--- src/rtl/ppi_mode0.sv ---
module ppi_mode0 #(
  parameter int W = 8
) (
  input  logic         clk,
  input  logic         rst_n,
  input  logic         cs,
  input  logic         rd_n,
  input  logic         wr_n,
  input  logic [1:0]   sel,
  input  logic [W-1:0] din,
  output logic [W-1:0] dout,
  output logic         dout_oe,
  input  logic [W-1:0] pa_in,
  output logic [W-1:0] pa_out,
  output logic [W-1:0] pa_oe,
  input  logic [W-1:0] pb_in,
  output logic [W-1:0] pb_out,
  output logic [W-1:0] pb_oe,
  input  logic [W-1:0] pc_in,
  output logic [W-1:0] pc_out,
  output logic [W-1:0] pc_oe
);
  localparam int H = W / 2;

  logic       in_a, in_b, in_cu, in_cl;
  logic [W-1:0] lat_a, lat_b, lat_c;

  wire wr_en  = cs && !wr_n;
  wire rd_en  = cs && !rd_n;
  wire ctl_wr = wr_en && (sel == 2'b11);

  always_ff @(posedge clk) begin
    if (!rst_n) begin
      {in_a, in_cu, in_b, in_cl} <= 4'b1111;
      lat_a <= '0;
      lat_b <= '0;
      lat_c <= '0;
    end else if (wr_en) begin
      case (sel)
        2'b00: lat_a <= din;
        2'b01: lat_b <= din;
        2'b10: lat_c <= din;
        default:
          if (din[7]) begin
            {in_a, in_cu, in_b, in_cl} <= {din[4], din[3], din[1], din[0]};
            lat_a <= '0;
            lat_b <= '0;
            lat_c <= '0;
          end else begin
            lat_c[din[3:1]] <= din[0];
          end
      endcase
    end
  end

  wire [W-1:0] ctl_rd = {1'b1, 2'b00, in_a, in_cu, 1'b0, in_b, in_cl};
  wire [W-1:0] c_rd   = {in_cu ? pc_in[W-1:H] : lat_c[W-1:H],
                         in_cl ? pc_in[H-1:0] : lat_c[H-1:0]};

  always_comb begin
    case (sel)
      2'b00:   dout = in_a ? pa_in : lat_a;
      2'b01:   dout = in_b ? pb_in : lat_b;
      2'b10:   dout = c_rd;
      default: dout = ctl_rd;
    endcase
  end

  assign dout_oe = rd_en;
  assign pa_out  = lat_a;
  assign pb_out  = lat_b;
  assign pc_out  = lat_c;
  assign pa_oe   = {W{~in_a}};
  assign pb_oe   = {W{~in_b}};
  assign pc_oe   = {{H{~in_cu}}, {H{~in_cl}}};

  AST_MODE_CLR: assert property (@(posedge clk) disable iff (!rst_n)
    ctl_wr && din[7] |=> (pa_out == '0) && (pb_out == '0) && (pc_out == '0));
  AST_DIR_A: assert property (@(posedge clk) disable iff (!rst_n)
    ctl_wr && din[7] |=> pa_oe == {W{~$past(din[4])}});
  AST_BSR_BIT: assert property (@(posedge clk) disable iff (!rst_n)
    ctl_wr && !din[7] |=> pc_out[$past(din[3:1])] == $past(din[0]));
  AST_BSR_OTHERS: assert property (@(posedge clk) disable iff (!rst_n)
    ctl_wr && !din[7] |=> ((pc_out ^ $past(pc_out)) & ~(W'(1) << $past(din[3:1]))) == '0);
  AST_BSR_DIR: assert property (@(posedge clk) disable iff (!rst_n)
    ctl_wr && !din[7] |=> $stable(pa_oe) && $stable(pb_oe) && $stable(pc_oe));
  AST_RD_IN_A: assert property (@(posedge clk) disable iff (!rst_n)
    rd_en && sel == 2'b00 && pa_oe == '0 |-> dout == pa_in);
  AST_RD_STROBE: assert property (@(posedge clk) disable iff (!rst_n)
    dout_oe |-> cs && !rd_n);
endmodule

--- config.mk ---
export PLATFORM = sky130hd
export DESIGN_NAME = ppi_mode0
export DESIGN_NICKNAME = d
export VERILOG_FILES = /design/src/rtl/ppi_mode0.sv
export SDC_FILE = /design/constraint.sdc
export NUM_CORES = 1
export LEC_CHECK = 0
export BUFFER_PORTS_ARGS = -buffer_cell sky130_fd_sc_hd__buf_2
export CAP_MARGIN = 20
export CORE_ASPECT_RATIO = 1.1
export CORE_MARGIN = 10
export CORE_UTILIZATION = 45
export DETAILED_ROUTE_END_ITERATION = 12
export PLACE_DENSITY_LB_ADDON = 0.12
export SKIP_CTS_REPAIR_TIMING = 1
export SYNTH_ARGS = -nofsm -noshare
export SYNTH_HDL_FRONTEND = slang
export SYNTH_SLANG_ARGS = --single-unit
--- constraint.sdc ---
create_clock -name clk -period 6.27 [get_ports clk]
set_clock_uncertainty 0.05 [all_clocks]
set_input_delay 1.5675 -clock clk [delete_from_list [all_inputs] [get_ports clk]]
set_output_delay 1.5675 -clock clk [all_outputs]
set_load 0.01 [all_outputs]
==> results of run 1 <==
==> path summary, 6_finish.rpt <==
kind,slack [ns],cells past startpoint,start,end
setup / recovery,1.62,7,sel[1],dout[1]
hold / removal,0.43,2,pc_out[2],pc_out[2]
setup reg to reg,5.12,3,pc_out[4],pc_out[4]
hold reg to reg,0.43,2,pc_out[2],pc_out[2]
==> cells by family (layout without fill, tap and decap cells) <==
group / Yosys count / count (layout) / synth area share [%]
compound gates: 77 / 77 / 24.0
fa+ha+maj: 6 / 6 / 3.64
buf+inv: 53 / 112 / 13.4
flops: 28 / 28 / 27.2
mux: 25 / 25 / 13.4
simple gates: 57 / 57 / 18.3
==> state kept, by name (all words and copies together) (netlist names) <==
name	cells
pa_out	8
pb_out	8
pc_out	8
in_a	1
in_b	1
in_cl	1
in_cu	1
==> report_power, final <==
group          leakage [nW]  internal [mW]  switching (mW)
Clock                0.0357         0.0856          0.0607
Sequential            0.227          0.181         0.00413
Combinational         0.889         0.0402          0.0579
Total                  1.15          0.307           0.123
==> placed cells by master (no fill, tap or decap), types with 4 or more instances in the layout <==
master,count
nand2_1,9
nand4_1,8
buf_2,95
o21ai_0,16
o211ai_1,5
dfxtp_1,28
mux2i_1,4
a21oi_1,29
inv_1,12
nor2_1,5
mux2_2,21
ha_1,6
o221ai_1,4
nand4b_1,9
a222oi_1,5
==> worst register-to-register path: stages, from the launching register on <==
cell	delay, ns
dfxtp_1	0.36
or3_1	0.39
o221ai_1	0.16
a21oi_1	0.07
==> per-stage QoR <==
| stage | instances | hold slack (ns) | total power, mW | instance area [um2] |
|---|---|---|---|---|
| after global routing | 359 | 0.462 | 0.446 | 2450 |
| final | 359 | 0.428 | 0.430 | 2450 |
| after global placement | 354 | 0.411 | 0.285 | 2370 |
| after detailed placement | 354 | 0.421 | 0.286 | 2370 |
| after floorplan | 246 | 0.439 | 0.249 | 2060 |
| after CTS | 358 | 0.435 | 0.430 | 2440 |
==> cell type report <==
type	instances	share of cell area (%)
clock buffer	3	1.69
clock inverter	1	1.23
inverter	12	1.84
multi-input combinational	165	50.0
sequential	28	22.9
tap	54	2.76
timing repair buffer	96	19.6
==> routing by layer <==
layer / vias to the layer above / routed length [um]
met1: 1030 / 2970
met2: 125 / 3290
met3: 10 / 776
li1: 1034 / -
met5: - / 0
met4: 0 / 106
==> out/qor.csv, run 1 <==
metric,value,unit
Critical Path Max Stage Delay,0.63,ns
Crit path max-delay family,adder cells,
GRT Overall Usage,16.8,%
Max-Cap Viols,0,
most frequent CP cell,buf_2,
Synth top cells by count,"a21oi_1 (29), dfxtp_1 (28), mux2_2 (21)",
Unique masters post-synth,43,
Synth async-reset ratio,0,%
vias in the first global route,2134,
Inserted Diodes,0,
fin. max-slew vios,0,
CTS Root Cell,clkbuf_8,
most common cell in the synthesized netlist,a21oi_1,
H-tree Lvls,1,
period utilisation layout,74.2,%
Leak,1.15,nW
Hold Path Class,flop to flop,
# IOs,96,
"IR drop worst, VDD",0.0796,mV
Multi-input gate area,1220,um2
TritonCTS buffer count,3,
Post-Route WL,7140,um
worst slew pin tran,0.857,ns
Register Area,561,um2
RePlAce Congestion,0.859,
Detail Route Antenna Nets,0,
initial antenna violation count,0,
CTS tree,done,
Starting Density,47.1,%
DR vias/cell,6.13,
largest net degree at the start of global routing,28,
Yosys top cell by area,dfxtp_1,
Die X,84.5,um
Post-Syn Area per Cell,8.38,um2
Final min period,4.65,ns
CP Class,input pin to output pin,
CP max FO,20,
clk_lat worst skew,0.28,ns
Post-DP HPWL,5160,um
CP cell instances,buf_2 > inv_1 > ha_1 > and2_1 > a222oi_1 > o22ai_1 > buf_2,
final setup fails,0,
Die Area,7690,um2
Chip Height,91.0,um
Sink Count,28,
Rel. slew slack,42.9,%
WL/cell,19.9,um
Nets,351,
DRC,0,
syn_nets,291,
Mapped Cells,246,
Critical Path RT,4.65,ns
pwr dens,176,nW/um2
fill count,426,
global-route wire length before repair,11000,um
final setup TNS,0,ns
top_reg_cell synth,dfxtp_1,
grt ovf,0,
CP max stage cell,ha_1,
DR iter-0 viols,190,
"Core Util, Final",55.9,%
WP data arrival,3.04,ns
type of origin of the critical path,input pin,
CTS max path bufs,2,
Port-buffer cells,95,
Max Clk Rate,215,MHz
#FFs+latches synth,28,
vias,2199,
crit end category,output pin,
RSZ-0062 raised after global routing,false,
area growth from synthesis to layout,18.8,%
sequential share of the synthesized area,27.2,%
post-synth top area share,27.2,%
met3 Resource Use GR,6.08,%
status,finished clean,
dpl ws,1.65,ns
Core Footprint,4380,um2
number of enable flip-flop cells after synthesis,0,
top area cells in the synthesized netlist,"dfxtp_1 (27%), mux2_2 (11%), buf_4 (7.3%)",
Post-Syn Area,2060,um2
met1 GRT Util,21.2,%
First-pass DRT Iterations,5,
"CTS clk-pin slew, worst paths",0.10,ns
"Most Used Layer, Global Route",met2,
YS warnings,0,
Final Hold Viols,0,
grt met2 use,26.1,%
Worst Slack Setup Final,1.62,ns
fraction of layout cells with a size suffix above 1,41.3,%
Rows,25,
crit path buf inv count,3,
Power figures use the tool's default switching activity.
==> run 2: changes to the inputs <==
==> constraint.sdc (replaced) <==
create_clock -name clk -period 4.38 [get_ports clk]
set_clock_uncertainty 0.05 [all_clocks]
set_input_delay 1.095 -clock clk [delete_from_list [all_inputs] [get_ports clk]]
set_output_delay 1.095 -clock clk [all_outputs]
set_load 0.01 [all_outputs]
==> out/qor.csv, run 2 (synthesis results as in run 1) <==
metric,value,unit,change
Chip Height,91.0,um,unchanged
Hold Path Class,flop to flop,,unchanged
GRT Overall Usage,17.1,%,was 16.8%
Reg2Reg Depth,3,,unchanged
worst slew pin tran,0.792,ns,was 0.857 ns
worst hold path stage count,2,,unchanged
First-pass DRT Iterations,4,,was 5
vias in the first global route,2091,,was 2134
period utilisation layout,81.8,%,
RePlAce Congestion,0.858,,was 0.859
Worst Slack Setup Final,0.798,ns,was 1.62 ns
fin area,2470,um2,was 2450 um2
final setup fails,0,,unchanged
DR vias/cell,5.96,,was 6.13
vias,2153,,was 2199
dpl ws,0.811,ns,was 1.65 ns
largest net degree at the start of global routing,25,,was 28
CTS max path bufs,2,,unchanged
grt ovf,0,,unchanged
CTS tree,done,,unchanged
WL/cell,19.7,um,was 19.9 um
"Core Util, Final",56.3,%,was 55.9%
Final Hold Viols,0,,unchanged
# IOs,96,,unchanged
CP max FO,17,,was 20
Rel. slew slack,47.1,%,was 42.9%
Max-Cap Viols,0,,unchanged
Critical Path RT,3.23,ns,was 4.65 ns
RSZ-0062 raised after global routing,false,,unchanged
Detail Route Antenna Nets,0,,unchanged
Max Clk Rate,279,MHz,
Core Footprint,4380,um2,unchanged
Rows,25,,unchanged
TritonCTS buffer count,3,,unchanged
"IR drop worst, VDD",0.115,mV,was 0.0796 mV
type of origin of the critical path,input pin,,unchanged
Placement Cell Area,2390,um2,was 2370 um2
Inst Count DP,357,,was 354
Die Area,7690,um2,unchanged
fill count,438,,was 426
"non-filler cells, final",361,,was 359
final setup TNS,0,ns,unchanged
WP data arrival,2.44,ns,was 3.04 ns
DR iter-0 viols,168,,was 190
area growth from synthesis to layout,19.7,%,was 18.8%
clk_lat worst skew,0.28,ns,about the same
Final min period,3.58,ns,
most frequent CP cell,buf_2,,unchanged
Die X,84.5,um,unchanged
pwr dens,251,nW/um2,was 176 nW/um2
"CTS clk-pin slew, worst paths",0.11,ns,was 0.10 ns
fin. max-slew vios,0,,unchanged
CP max stage cell,ha_1,,unchanged
DRC,0,,unchanged
CP Class,input pin to output pin,,unchanged
Nets,353,,was 351
status,finished clean,,unchanged
fraction of layout cells with a size suffix above 1,41.7,%,was 41.3%
Inserted Diodes,0,,unchanged
Post-DP HPWL,5260,um,was 5160 um
global-route wire length before repair,11200,um,was 11000 um
initial antenna violation count,1,,was 0
CP cell instances,buf_2 > inv_1 > ha_1 > a222oi_1 > mux2i_1 > buf_2,,was buf_2 > inv_1 > ha_1 > and2_1 > a222oi_1 > o22ai_1 > buf_2
Starting Density,47.1,%,unchanged
CTS Root Cell,clkbuf_8,,unchanged
Sink Count,28,,unchanged
Critical Path Max Stage Delay,0.56,ns,was 0.63 ns
Tot Pwr,0.618,mW,was 0.430 mW
Post-Route WL,7100,um,was 7140 um
H-tree Lvls,1,,unchanged
"commonest non-fill, non-tap cell in the layout",buf_2,,unchanged
"commonest non-fill, non-tap cells in the layout","buf_2 (95), a21oi_1 (29), dfxtp_1 (28)",,unchanged
hold slack,0.429,ns,was 0.428 ns
crit end category,output pin,,unchanged
Leak,1.16,nW,was 1.15 nW
Port-buffer cells,95,,unchanged
-- run 2: cell types whose count changed in the layout (fill, tap and decap cells not counted), sizes merged --
cell / previous run / this run
clkbuf: 4 / 3
buf: 95 / 98
-- run 2: area by class of cell --
type,count,area [um2],share of cell area [%]
multi-input combinational,165,1220,49.6
clock buffer,3,41.3,1.67
sequential,28,561,22.7
timing repair buffer,98,498,20.2
tap,54,67.6,2.74
clock inverter,1,30.0,1.22
inverter,12,45.0,1.83
-- run 2: final timing paths --
kind	slack, ns	startpoint	endpoint
worst max-delay path	0.80	sel[0]	dout[3]
worst max register to register	3.29	pc_out[4]	pc_out[4]
worst min register to register	0.43	pc_out[2]	pc_out[2]
worst min-delay path	0.43	pc_out[2]	pc_out[2]
-- run 2: report_power, final --
part	internal (mW)	switching, mW
Combinational	0.0588	0.0821
Clock	0.123	0.0895
Sequential	0.260	0.00577
Total	0.441	0.177
-- run 2: worst max-delay path, delay by kind of cell --
family,cells,cell delay (ns)
AOI/OAI and AO/OA,1,0.22
muxes,1,0.17
adders and majority gates,1,0.56
buffers and inverters,3,0.39
-- run 2: metal layers --
metal	global-route usage [%]	part of all wire, %
met2	27.5	46
met1	21.0	41
met4	3.43	1.1
met3	7.06	12
met5	0	0.18
